===== src/rtl/dmareq_pkg.sv =====
package dmareq_pkg;
    // register byte offsets (software-visible map)
    localparam logic [11:0] OFS_IRQ_MASK  = 12'h080;
    localparam logic [11:0] OFS_IRQ_PEND  = 12'h084;
    localparam logic [11:0] OFS_IRQ_CAUSE = 12'h088;
    localparam logic [11:0] OFS_CTRL      = 12'h400;
    localparam logic [11:0] OFS_NEXT_ID   = 12'h404;
    localparam logic [11:0] OFS_LAUNCH    = 12'h408;
    localparam logic [11:0] OFS_FLAGS     = 12'h40C;
    localparam logic [11:0] OFS_DST       = 12'h410;
    localparam logic [11:0] OFS_SRC       = 12'h414;
    localparam logic [11:0] OFS_XLEN      = 12'h418;
    localparam logic [11:0] OFS_YLEN      = 12'h41C;
    localparam logic [11:0] OFS_DST_STR   = 12'h420;
    localparam logic [11:0] OFS_SRC_STR   = 12'h424;
    localparam logic [11:0] OFS_DONE_MAP  = 12'h428;
    localparam logic [11:0] OFS_ACTIVE_ID = 12'h42C;

    // interrupt cause bit positions
    localparam int IRQ_N   = 2;
    localparam int IRQ_SOT = 0;
    localparam int IRQ_EOT = 1;
endpackage


===== src/rtl/dmareq_cfg_regs.sv =====
module dmareq_cfg_regs #(
    parameter int ADDR_W     = 32,
    parameter int XLEN_W     = 24,
    parameter int YLEN_W     = 16,
    parameter bit HAS_CYCLIC = 1'b1,
    parameter bit HAS_2D     = 1'b1
) (
    input  logic              clk,
    input  logic              rst_n,
    input  logic              wr,
    input  logic [11:0]       addr,
    input  logic [31:0]       wdata,
    output logic              en,
    output logic              pause,
    output logic              cyclic,
    output logic [ADDR_W-1:0] dst,
    output logic [ADDR_W-1:0] src,
    output logic [ADDR_W-1:0] dst_str,
    output logic [ADDR_W-1:0] src_str,
    output logic [XLEN_W-1:0] xlen,
    output logic [YLEN_W-1:0] ylen
);
    import dmareq_pkg::*;

    typedef struct packed {
        logic              en;
        logic              pause;
        logic              cyc;
        logic [ADDR_W-1:0] dst;
        logic [ADDR_W-1:0] src;
        logic [ADDR_W-1:0] dst_str;
        logic [ADDR_W-1:0] src_str;
        logic [XLEN_W-1:0] xlen;
        logic [YLEN_W-1:0] ylen;
    } cfg_t;

    cfg_t cfg_d, cfg_q;
    logic              cyc_keep;
    logic [YLEN_W-1:0] ylen_keep;

    // feature variants: unbuilt bits are tied so they read back as zero
    generate
        if (HAS_CYCLIC) begin : g_cyc
            assign cyc_keep = 1'b1;
        end else begin : g_nocyc
            assign cyc_keep = 1'b0;
        end
        if (HAS_2D) begin : g_2d
            assign ylen_keep = '1;
        end else begin : g_no2d
            assign ylen_keep = '0;
        end
    endgenerate

    always_comb begin
        cfg_d = cfg_q;
        if (wr) begin
            case (addr)
                OFS_CTRL: begin
                    cfg_d.en    = wdata[0];
                    cfg_d.pause = wdata[1];
                end
                OFS_FLAGS:   cfg_d.cyc     = wdata[0] & cyc_keep;
                OFS_DST:     cfg_d.dst     = wdata[ADDR_W-1:0];
                OFS_SRC:     cfg_d.src     = wdata[ADDR_W-1:0];
                OFS_DST_STR: cfg_d.dst_str = wdata[ADDR_W-1:0];
                OFS_SRC_STR: cfg_d.src_str = wdata[ADDR_W-1:0];
                OFS_XLEN:    cfg_d.xlen    = wdata[XLEN_W-1:0];
                OFS_YLEN:    cfg_d.ylen    = wdata[YLEN_W-1:0] & ylen_keep;
                default: ;
            endcase
        end
    end

    always_ff @(posedge clk or negedge rst_n) begin
        if (!rst_n) cfg_q <= '0;
        else        cfg_q <= cfg_d;
    end

    assign en      = cfg_q.en;
    assign pause   = cfg_q.pause;
    assign cyclic  = cfg_q.cyc;
    assign dst     = cfg_q.dst;
    assign src     = cfg_q.src;
    assign dst_str = cfg_q.dst_str;
    assign src_str = cfg_q.src_str;
    assign xlen    = cfg_q.xlen;
    assign ylen    = cfg_q.ylen;
endmodule


===== src/rtl/dmareq_id_slot.sv =====
module dmareq_id_slot #(
    parameter int ADDR_W = 32,
    parameter int XLEN_W = 24,
    parameter int YLEN_W = 16,
    parameter int ID_W   = 5
) (
    input  logic              clk,
    input  logic              rst_n,
    input  logic              launch,
    input  logic              flush,
    input  logic              en,
    input  logic              pause,
    input  logic              stg_cyc,
    input  logic [ADDR_W-1:0] stg_dst,
    input  logic [ADDR_W-1:0] stg_src,
    input  logic [ADDR_W-1:0] stg_dst_str,
    input  logic [ADDR_W-1:0] stg_src_str,
    input  logic [XLEN_W-1:0] stg_xlen,
    input  logic [YLEN_W-1:0] stg_ylen,
    input  logic              req_ready,
    output logic              req_valid,
    output logic [ID_W-1:0]   req_id,
    output logic [ADDR_W-1:0] req_dst,
    output logic [ADDR_W-1:0] req_src,
    output logic [ADDR_W-1:0] req_dst_str,
    output logic [ADDR_W-1:0] req_src_str,
    output logic [XLEN_W-1:0] req_xlen,
    output logic [YLEN_W-1:0] req_ylen,
    output logic              req_cyc,
    output logic              slot_full,
    output logic              accept,
    output logic              alloc,
    output logic [ID_W-1:0]   next_id,
    output logic [ID_W-1:0]   active_id
);
    typedef struct packed {
        logic              full;
        logic [ID_W-1:0]   id;
        logic [ID_W-1:0]   next_id;
        logic [ID_W-1:0]   active;
        logic              cyc;
        logic [ADDR_W-1:0] dst;
        logic [ADDR_W-1:0] src;
        logic [ADDR_W-1:0] dst_str;
        logic [ADDR_W-1:0] src_str;
        logic [XLEN_W-1:0] xlen;
        logic [YLEN_W-1:0] ylen;
    } slot_t;

    slot_t slot_d, slot_q;

    assign req_valid = slot_q.full && en && !pause;

    always_comb begin
        slot_d = slot_q;
        accept = req_valid && req_ready;
        alloc  = launch && en && !slot_q.full;
        if (accept) begin
            slot_d.full   = 1'b0;
            slot_d.active = slot_q.id;
        end
        if (flush) slot_d.full = 1'b0;
        if (alloc) begin
            slot_d.full    = 1'b1;
            slot_d.id      = slot_q.next_id;
            slot_d.next_id = slot_q.next_id + 1'b1;
            slot_d.cyc     = stg_cyc;
            slot_d.dst     = stg_dst;
            slot_d.src     = stg_src;
            slot_d.dst_str = stg_dst_str;
            slot_d.src_str = stg_src_str;
            slot_d.xlen    = stg_xlen;
            slot_d.ylen    = stg_ylen;
        end
    end

    always_ff @(posedge clk or negedge rst_n) begin
        if (!rst_n) slot_q <= '0;
        else        slot_q <= slot_d;
    end

    assign req_id      = slot_q.id;
    assign req_dst     = slot_q.dst;
    assign req_src     = slot_q.src;
    assign req_dst_str = slot_q.dst_str;
    assign req_src_str = slot_q.src_str;
    assign req_xlen    = slot_q.xlen;
    assign req_ylen    = slot_q.ylen;
    assign req_cyc     = slot_q.cyc;
    assign slot_full   = slot_q.full;
    assign next_id     = slot_q.next_id;
    assign active_id   = slot_q.active;
endmodule


===== src/rtl/dmareq_irq_done.sv =====
module dmareq_irq_done #(
    parameter int ID_W = 5
) (
    input  logic                         clk,
    input  logic                         rst_n,
    input  logic                         mask_wr,
    input  logic                         pend_wr,
    input  logic [dmareq_pkg::IRQ_N-1:0] wbits,
    input  logic                         sot_evt,
    input  logic                         done_valid,
    input  logic [ID_W-1:0]              done_id,
    input  logic                         alloc,
    input  logic [ID_W-1:0]              alloc_id,
    output logic [dmareq_pkg::IRQ_N-1:0] mask,
    output logic [dmareq_pkg::IRQ_N-1:0] pend,
    output logic [(1<<ID_W)-1:0]         done_map,
    output logic                         irq
);
    import dmareq_pkg::*;
    localparam int NUM_IDS = 1 << ID_W;

    typedef struct packed {
        logic [IRQ_N-1:0]   mask;
        logic [IRQ_N-1:0]   pend;
        logic [NUM_IDS-1:0] done;
    } irq_t;

    irq_t irq_d, irq_q;
    logic [NUM_IDS-1:0] done_nxt;

    // per-ID completion bit: reallocation clears, completion sets (set wins)
    generate
        for (genvar i = 0; i < NUM_IDS; i++) begin : g_done
            assign done_nxt[i] = (irq_q.done[i] && !(alloc && alloc_id == ID_W'(i)))
                               || (done_valid && done_id == ID_W'(i));
        end
    endgenerate

    always_comb begin
        irq_d      = irq_q;
        irq_d.done = done_nxt;
        if (mask_wr) irq_d.mask = wbits;
        if (pend_wr) irq_d.pend = irq_q.pend & ~wbits;
        if (sot_evt)    irq_d.pend[IRQ_SOT] = 1'b1;
        if (done_valid) irq_d.pend[IRQ_EOT] = 1'b1;
    end

    always_ff @(posedge clk or negedge rst_n) begin
        if (!rst_n) begin
            irq_q      <= '0;
            irq_q.mask <= '1;
        end else begin
            irq_q <= irq_d;
        end
    end

    assign mask     = irq_q.mask;
    assign pend     = irq_q.pend;
    assign done_map = irq_q.done;
    assign irq      = |(irq_q.pend & ~irq_q.mask);
endmodule


===== src/rtl/dmareq_frontend.sv =====
module dmareq_frontend #(
    parameter int ADDR_W     = 32,
    parameter int XLEN_W     = 24,
    parameter int YLEN_W     = 16,
    parameter int ID_W       = 5,
    parameter bit HAS_CYCLIC = 1'b1,
    parameter bit HAS_2D     = 1'b1
) (
    input  logic              clk,
    input  logic              rst_n,
    input  logic              bus_wr,
    input  logic [11:0]       bus_addr,
    input  logic [31:0]       bus_wdata,
    output logic [31:0]       bus_rdata,
    output logic              ctrl_enable,
    output logic              ctrl_pause,
    output logic              req_valid,
    input  logic              req_ready,
    output logic [ID_W-1:0]   req_id,
    output logic [ADDR_W-1:0] req_dst_addr,
    output logic [ADDR_W-1:0] req_src_addr,
    output logic [ADDR_W-1:0] req_dst_stride,
    output logic [ADDR_W-1:0] req_src_stride,
    output logic [XLEN_W-1:0] req_xlen,
    output logic [YLEN_W-1:0] req_ylen,
    output logic              req_cyclic,
    input  logic              done_valid,
    input  logic [ID_W-1:0]   done_id,
    output logic              irq
);
    import dmareq_pkg::*;
    localparam int NUM_IDS = 1 << ID_W;

    logic              stg_cyc;
    logic [ADDR_W-1:0] stg_dst, stg_src, stg_dst_str, stg_src_str;
    logic [XLEN_W-1:0] stg_xlen;
    logic [YLEN_W-1:0] stg_ylen;
    logic              launch, flush, slot_full, accept, alloc;
    logic [ID_W-1:0]   next_id, active_id;
    logic [IRQ_N-1:0]  irq_mask, irq_pend;
    logic [NUM_IDS-1:0] done_map;

    assign launch = bus_wr && bus_addr == OFS_LAUNCH && bus_wdata[0];
    assign flush  = bus_wr && bus_addr == OFS_CTRL && !bus_wdata[0];

    dmareq_cfg_regs #(
        .ADDR_W(ADDR_W), .XLEN_W(XLEN_W), .YLEN_W(YLEN_W),
        .HAS_CYCLIC(HAS_CYCLIC), .HAS_2D(HAS_2D)
    ) cfg_i (
        .clk(clk), .rst_n(rst_n), .wr(bus_wr), .addr(bus_addr), .wdata(bus_wdata),
        .en(ctrl_enable), .pause(ctrl_pause), .cyclic(stg_cyc),
        .dst(stg_dst), .src(stg_src), .dst_str(stg_dst_str), .src_str(stg_src_str),
        .xlen(stg_xlen), .ylen(stg_ylen)
    );

    dmareq_id_slot #(
        .ADDR_W(ADDR_W), .XLEN_W(XLEN_W), .YLEN_W(YLEN_W), .ID_W(ID_W)
    ) slot_i (
        .clk(clk), .rst_n(rst_n), .launch(launch), .flush(flush),
        .en(ctrl_enable), .pause(ctrl_pause), .stg_cyc(stg_cyc),
        .stg_dst(stg_dst), .stg_src(stg_src), .stg_dst_str(stg_dst_str),
        .stg_src_str(stg_src_str), .stg_xlen(stg_xlen), .stg_ylen(stg_ylen),
        .req_ready(req_ready), .req_valid(req_valid), .req_id(req_id),
        .req_dst(req_dst_addr), .req_src(req_src_addr),
        .req_dst_str(req_dst_stride), .req_src_str(req_src_stride),
        .req_xlen(req_xlen), .req_ylen(req_ylen), .req_cyc(req_cyclic),
        .slot_full(slot_full), .accept(accept), .alloc(alloc),
        .next_id(next_id), .active_id(active_id)
    );

    dmareq_irq_done #(.ID_W(ID_W)) irq_i (
        .clk(clk), .rst_n(rst_n),
        .mask_wr(bus_wr && bus_addr == OFS_IRQ_MASK),
        .pend_wr(bus_wr && bus_addr == OFS_IRQ_PEND),
        .wbits(bus_wdata[IRQ_N-1:0]), .sot_evt(accept),
        .done_valid(done_valid), .done_id(done_id),
        .alloc(alloc), .alloc_id(next_id),
        .mask(irq_mask), .pend(irq_pend), .done_map(done_map), .irq(irq)
    );

    // combinational read port
    always_comb begin
        bus_rdata = '0;
        case (bus_addr)
            OFS_IRQ_MASK:  bus_rdata[IRQ_N-1:0]   = irq_mask;
            OFS_IRQ_PEND:  bus_rdata[IRQ_N-1:0]   = irq_pend;
            OFS_IRQ_CAUSE: bus_rdata[IRQ_N-1:0]   = irq_pend & ~irq_mask;
            OFS_CTRL:      bus_rdata[1:0]         = {ctrl_pause, ctrl_enable};
            OFS_NEXT_ID:   bus_rdata[ID_W-1:0]    = next_id;
            OFS_LAUNCH:    bus_rdata[0]           = slot_full;
            OFS_FLAGS:     bus_rdata[0]           = stg_cyc;
            OFS_DST:       bus_rdata[ADDR_W-1:0]  = stg_dst;
            OFS_SRC:       bus_rdata[ADDR_W-1:0]  = stg_src;
            OFS_XLEN:      bus_rdata[XLEN_W-1:0]  = stg_xlen;
            OFS_YLEN:      bus_rdata[YLEN_W-1:0]  = stg_ylen;
            OFS_DST_STR:   bus_rdata[ADDR_W-1:0]  = stg_dst_str;
            OFS_SRC_STR:   bus_rdata[ADDR_W-1:0]  = stg_src_str;
            OFS_DONE_MAP:  bus_rdata[NUM_IDS-1:0] = done_map;
            OFS_ACTIVE_ID: bus_rdata[ID_W-1:0]    = active_id;
            default: ;
        endcase
    end
endmodule


===== config.mk =====
export PLATFORM = sky130hd
export DESIGN_NAME = dmareq_frontend
export DESIGN_NICKNAME = d
export VERILOG_FILES = /design/src/rtl/dmareq_pkg.sv /design/src/rtl/dmareq_cfg_regs.sv /design/src/rtl/dmareq_id_slot.sv /design/src/rtl/dmareq_irq_done.sv /design/src/rtl/dmareq_frontend.sv
export SDC_FILE = /design/constraint.sdc
export NUM_CORES = 1
export LEC_CHECK = 0
export BUFFER_PORTS_ARGS = -buffer_cell sky130_fd_sc_hd__buf_2
export CAP_MARGIN = 10
export CORE_MARGIN = 2
export CORE_UTILIZATION = 42
export DETAILED_ROUTE_END_ITERATION = 16
export PLACE_DENSITY_LB_ADDON = 0.15
export SLEW_MARGIN = 20
export SYNTH_ARGS = -nofsm -noshare
export SYNTH_HDL_FRONTEND = slang
export SYNTH_SLANG_ARGS = --single-unit

===== constraint.sdc =====
create_clock -name clk -period 4.6 [get_ports clk]
set_clock_uncertainty 0.15 [all_clocks]
set_input_delay 0.23 -clock clk [delete_from_list [all_inputs] [get_ports clk]]
set_output_delay 0.23 -clock clk [all_outputs]
set_load 0.02 [all_outputs]

==> flow_metrics.env, run 1 <==
export IMPL_coreArea_mm2=0.0397
export IMPL_synthFlopType="dfrtp_1"
export IMPL_path_class="in2out"
export IMPL_hpwl_mm=32.6
export IMPL_synth_edff_count=0
export IMPL_drv_slew=0
export IMPL_rsz0062_at_grt="false"
export IMPL_track_usage_pct=23.8
export IMPL_io_pins=264
export IMPL_cp_max_fo=17
export IMPL_finalCritPeriodShare_pct=68.2
export IMPL_cts_max_level=2
export IMPL_setup_viol=0
export IMPL_viasPerCell=5.27
export IMPL_die_width_um=205
export IMPL_start_util_pct=42.6
export IMPL_max_freq_mhz=319
export IMPL_ys_ff_latch=392
export IMPL_finalWorstSetupSlack_ns=1.46
export IMPL_cellPowerDensity_mw_per_mm2=362
export IMPL_endpoint_kind="output port"
export IMPL_cp_required_ns=4.22
export IMPL_wl_per_cell_um=20.2
export IMPL_synth_seq_area_share_pct=57.9
export IMPL_synth_nets=1659
export IMPL_antenna_found_initial=3
export IMPL_maxCapViolCount=0
export IMPL_synthTopCellsByArea="dfrtp_1 (58%), nand2_1 (13%), mux2_2 (12%)"
export IMPL_clock_path_buffers=3
export IMPL_hold_viol=0
export IMPL_wl_mm=49.2
export IMPL_p_leak_uw=0.0111
export IMPL_dp_slack_ns=1.45
export IMPL_areaGrowthSynthToFinish_pct=22.2
export IMPL_finalCriticalPeriod_ns=3.14
export IMPL_globalplace_congestion=0.848
export IMPL_synthArstFlopShare_pct=100
export IMPL_arrival_ns=2.76
export IMPL_fp_dieH_um=205
export IMPL_first_pass_iters=5
export IMPL_syn_inst=1599
export IMPL_portBuffers=263
export IMPL_fp_dieArea_mm2=0.0420
export IMPL_fin_area_mm2=0.0207
export IMPL_status="complete, no violations"
export IMPL_synth_cell_types=47
export IMPL_hp_class="in2reg"
export IMPL_grt_pass1_vias=13112
export IMPL_avgSynthCellArea_um2=10.6
export IMPL_worst_hold_slack_ns=0.0549
export IMPL_layout_common_cells="nand2_1 (568), dfrtp_1 (390), buf_2 (260)"
export IMPL_relSlewSlack_pct=23.9
export IMPL_clock_latency_ns=0.57
export IMPL_clkSlewWorstSetupHoldPaths_ns=0.06
export IMPL_final_common_cell="nand2_1"
export IMPL_grt_max_degree=113
export IMPL_fin_tns_setup_ns=0
export IMPL_clock_sinks=392
export IMPL_layout_drive_gt1_share_pct=29.8
export IMPL_rows=73
export IMPL_ant_nets=0
export IMPL_yosys_warnings=0
export IMPL_placed_area_mm2=0.0188
export IMPL_drc_errors=0
export IMPL_cts_resized_gates=0
export IMPL_vias=12839
export IMPL_cts_tree="built"
export IMPL_syn_cell_area_mm2=0.0169
export IMPL_synth_top_cell_area_share_pct=57.6
export IMPL_drtIter0Drc=787
export IMPL_crit_path_start_kind="input pin"
export IMPL_nNetsFinal=1937
export IMPL_cts_root_buffer="clkbuf_16"
export IMPL_overflow=0
export IMPL_yosys_area_top_type="dfrtp_1"
export IMPL_cts_buffers=43
export IMPL_tightest_slew_ns=1.14
export IMPL_ir_drop_mv=0.284
export IMPL_grt_pass1_wl_mm=77.1
-- critical path, cell delays in order --
cell and delay (ns):
buf_2 0.14, nor2_1 0.61, nand3_1 0.94, o22ai_1 0.44
a221o_1 0.21, buf_2 0.18
-- where the power goes --
part           leakage, µW  internal, µW  switching [µW]  total (µW)
logic              0.00500           135             208         342
clock network     0.000723          2140            1420        3560
registers          0.00537          3520            65.8        3580
-- cell type report --
type                            instances  area, µm²
Timing Repair Buffer                  327       1970
Sequential cell                       392       9810
Clock inverter                         13        160
Tap cell                              525        657
Fill cell                            3705      19000
Multi-Input combinational cell       1105       6750
Clock buffer                           65       1310
Antenna cell                            2       5.00
Inverter                                8       30.0
-- repair_timing --
item | CTS | global route
endpoints found under the hold margin | 315 | 0
setup buffers | 0 | 0
hold buffers | 45 | 0
-- cell usage after synthesis (all sizes together) (2+ instances only) --
library cell  instances
or4                   3
and2                  3
o2bb2ai              18
a21o                  6
xnor2                 3
o211ai                2
clkbuf               36
or2                   5
nand4                 8
ha                    6
mux2                192
nor4                  5
buf                  58
o31ai                 4
dfstp                 2
inv                   8
a31oi                 5
o22ai                32
nand3b                5
nor4b                 5
a22oi                36
nor2b                 9
nand2               570
dfrtp               390
nand2b               11
mux4                  3
nor2                 36
nand3                20
mux2i                42
a21oi                26
o21ai                38
nor3                  6
-- metal layers --
layer,track usage (%),vias up,share of wire (%)
li1,-,5959,-
met1,34.1,6457,46
met2,37.2,363,46
met3,4.17,58,5.5
met4,6.86,2,1.9
met5,0,-,0.026
-- cell families (layout without fill, tap and decap cells) --
family                     after synthesis  in the layout  share of synthesized area [%]
adders and majority gates                6              6                          0.443
other                                    0              2                              0
DFF                                    392            392                           57.9
AOI/OAI and AO/OA                      170            170                           6.48
and+or+nand+nor                        689            689                           16.8
muxes                                  237            237                           15.6
buffers and inverters                  102            413                           2.59
xor gates and xnor gates                 3              3                          0.155
-- metrics by stage --
stage / power, µW / cells / utilization (%)
floorplan: 3750 / 1599 / -
global placement: 3950 / 2312 / 47.2
detailed placement: 3960 / 2312 / 47.2
CTS: 7570 / 2435 / 52.1
global route: 7730 / 2436 / 52.1
finish: 7480 / 2437 / 52.1
-- final timing paths --
kind | from | to | slack (ns) | cells past startpoint
worst max-delay path | bus_addr[1] | bus_rdata[1] | 1.46 | 6
worst min-delay path | req_ready | irq_i.pend[0] | 0.05 | 3
worst max register to register | slot_i.slot_full | irq_i.done_map[11] | 1.80 | 6
worst min register to register | slot_i.req_src_str[10] | slot_i.req_src_str[10] | 0.31 | 2
max in group asynchronous | rst_n | cfg_i.dst[1] | 2.95 | 3
min in group asynchronous | rst_n | slot_i.req_dst[7] | 0.18 | 2
Power figures use the tool's default switching activity.
==> run 2: changes to the inputs <==
Clock period 4.6 ns to 3.1 ns, I/O delays scaled along.
==> flow_metrics.env, run 2 (synthesis results as in run 1) <==
export IMPL_use_met2_pct=37.7
export IMPL_p_leak_uw=0.0112
export IMPL_crit_path_start_kind="flip-flop"
export IMPL_clock_latency_ns=0.56
export IMPL_path_cells="nand3b_1 > or3_1 > nor4_2 > nand2_1 > o2bb2ai_1 > dlygate4sd3_1"
export IMPL_fp_dieArea_mm2=0.0420
export IMPL_clock_path_buffers=3
export IMPL_layout_drive_gt1_share_pct=30.2
export IMPL_r2r_start="slot_i.slot_full"
export IMPL_max_freq_mhz=357
export IMPL_tightest_slew_ns=0.900
export IMPL_finalPower_uw=10900
export IMPL_crit_path_top_delay_cell="nor4_2"
export IMPL_drtIter0Drc=750
export IMPL_overflow=0
export IMPL_placed_area_mm2=0.0190
export IMPL_hp_class="in2async"
export IMPL_wl_per_cell_um=20.0
export IMPL_slowest_delay_ns=0.55
export IMPL_worst_hold_slack_ns=-0.0165
export IMPL_cp_max_fo=7
export IMPL_finalCritPeriodShare_pct=90.4
export IMPL_grtUsageMet3_pct=3.87
export IMPL_coreArea_mm2=0.0397
export IMPL_drc_errors=0
export IMPL_grt_pass1_vias=13189
export IMPL_nNetsFinal=1961
export IMPL_finalWorstSetupSlack_ns=0.298
export IMPL_path_class="reg2reg"
export IMPL_clock_sinks=392
export IMPL_portBuffers=263
export IMPL_arrival_ns=3.10
export IMPL_violations="negative hold slack"
export IMPL_fillers=3661
export IMPL_globalplace_congestion=0.842
export IMPL_cellPowerDensity_mw_per_mm2=524
export IMPL_cts_root_buffer="clkbuf_16"
export IMPL_grt_use_met1_pct=33.5
export IMPL_cts_tree="built"
export IMPL_hold_viol=7
export IMPL_dp_slack_ns=0.666
export IMPL_final_common_cell="nand2_1"
export IMPL_fp_dieH_um=205
export IMPL_cts_setup_buffers=0
export IMPL_rows=73
export IMPL_vias=12904
export IMPL_fin_area_mm2=0.0208
export IMPL_rrSetupSlack_ns=0.30
export IMPL_fin_tns_setup_ns=0
export IMPL_io_pins=264
export IMPL_antenna_found_initial=1
export IMPL_ir_drop_mv=0.357
export IMPL_cts_max_level=2
export IMPL_cp_required_ns=3.40
export IMPL_clkSlewWorstSetupHoldPaths_ns=0.06
export IMPL_areaGrowthSynthToFinish_pct=23.0
export IMPL_drv_slew=0
export IMPL_start_util_pct=42.6
export IMPL_maxCapViolCount=0
export IMPL_setup_viol=0
export IMPL_top_usage_layer="met2"
export IMPL_endpoint_kind="flip-flop"
export IMPL_hpwl_mm=33.2
export IMPL_die_width_um=205
export IMPL_status="finished with violations"
export IMPL_cts_buffers=44
export IMPL_rsz0062_at_grt="false"
export IMPL_ant_nets=0
export IMPL_layout_common_cells="nand2_1 (568), dfrtp_1 (390), buf_2 (260)"
export IMPL_finalCriticalPeriod_ns=2.80
export IMPL_viasPerCell=5.25
export IMPL_wl_mm=49.2
export IMPL_grt_max_degree=110
export IMPL_final_util_pct=52.4
export IMPL_grt_pass1_wl_mm=76.9
export IMPL_relSlewSlack_pct=39.5
export IMPL_critPathLaunch="slot_i.slot_full"
export IMPL_track_usage_pct=23.8
export IMPL_first_pass_iters=8
==> run 2: cell count changes in the layout (fill, tap and decap cells not counted), sizes merged <==
cell         previous run  this run
diode                   2         1
clkinvlp                2         0
dlygate4sd3            45        48
clkinv                  7         9
bufinv                  3         1
inv                     9         8
buf                   282       302
clkbuf                 65        67
==> run 2: worst paths after layout <==
path                                 endpoint  depth (start not counted)
max                         irq_i.done_map[8]                          6
min                        slot_i.req_xlen[7]                          2
max reg2reg                 irq_i.done_map[8]                          6
min reg2reg                slot_i.req_src[14]                          2
max in group asynchronous       irq_i.mask[0]                          3
min in group clk                irq_i.mask[1]                          5
==> run 2: per-layer routing <==
metal  share of wire [%]  routed length, µm
met5                   0                  0
met4                 2.1               1050
met3                 5.4               2640
met2                  47              23000
met1                  46              22500
==> run 2: per-stage QoR <==
stage	hold slack, ns	cells
3_3_place_gp	0.0118	2332
2_1_floorplan	-0.291	1599
5_1_grt	0.0350	2457
6_report	-0.0165	2458
4_1_cts	0.00626	2457
3_5_place_dp	0.0164	2332
==> run 2: timing repair <==
item | 4_1_cts | 5_1_grt
resized for setup | 0 | 0
endpoints found under the setup margin | 0 | 0
hold buffers | 48 | 0
endpoints found under the hold margin | 525 | 0
==> run 2: final cells by class <==
type	count	area [µm²]	share of cell area, %
sequential	392	9810	47.1
multi-input combinational	1105	6750	32.4
timing repair buffer	350	2190	10.5
clock buffer	67	1320	6.33
tap	525	657	3.15
clock inverter	10	78.8	0.378
inverter	8	30.0	0.144
antenna	1	2.50	0.0120
==> run 2: report_power, final <==
group	switching (µW)	internal (µW)	total (µW)
Combinational	311	209	520
Sequential	101	5220	5320
Clock	2070	3000	5070
Total	2480	8430	10900
==> run 2: critical path: cells and delay by family, from the launching register on <==
kind,cells,cell delay (ns)
compound gates,1,0.15
buf+inv,1,0.55
flops,1,0.43
simple gates,4,1.41
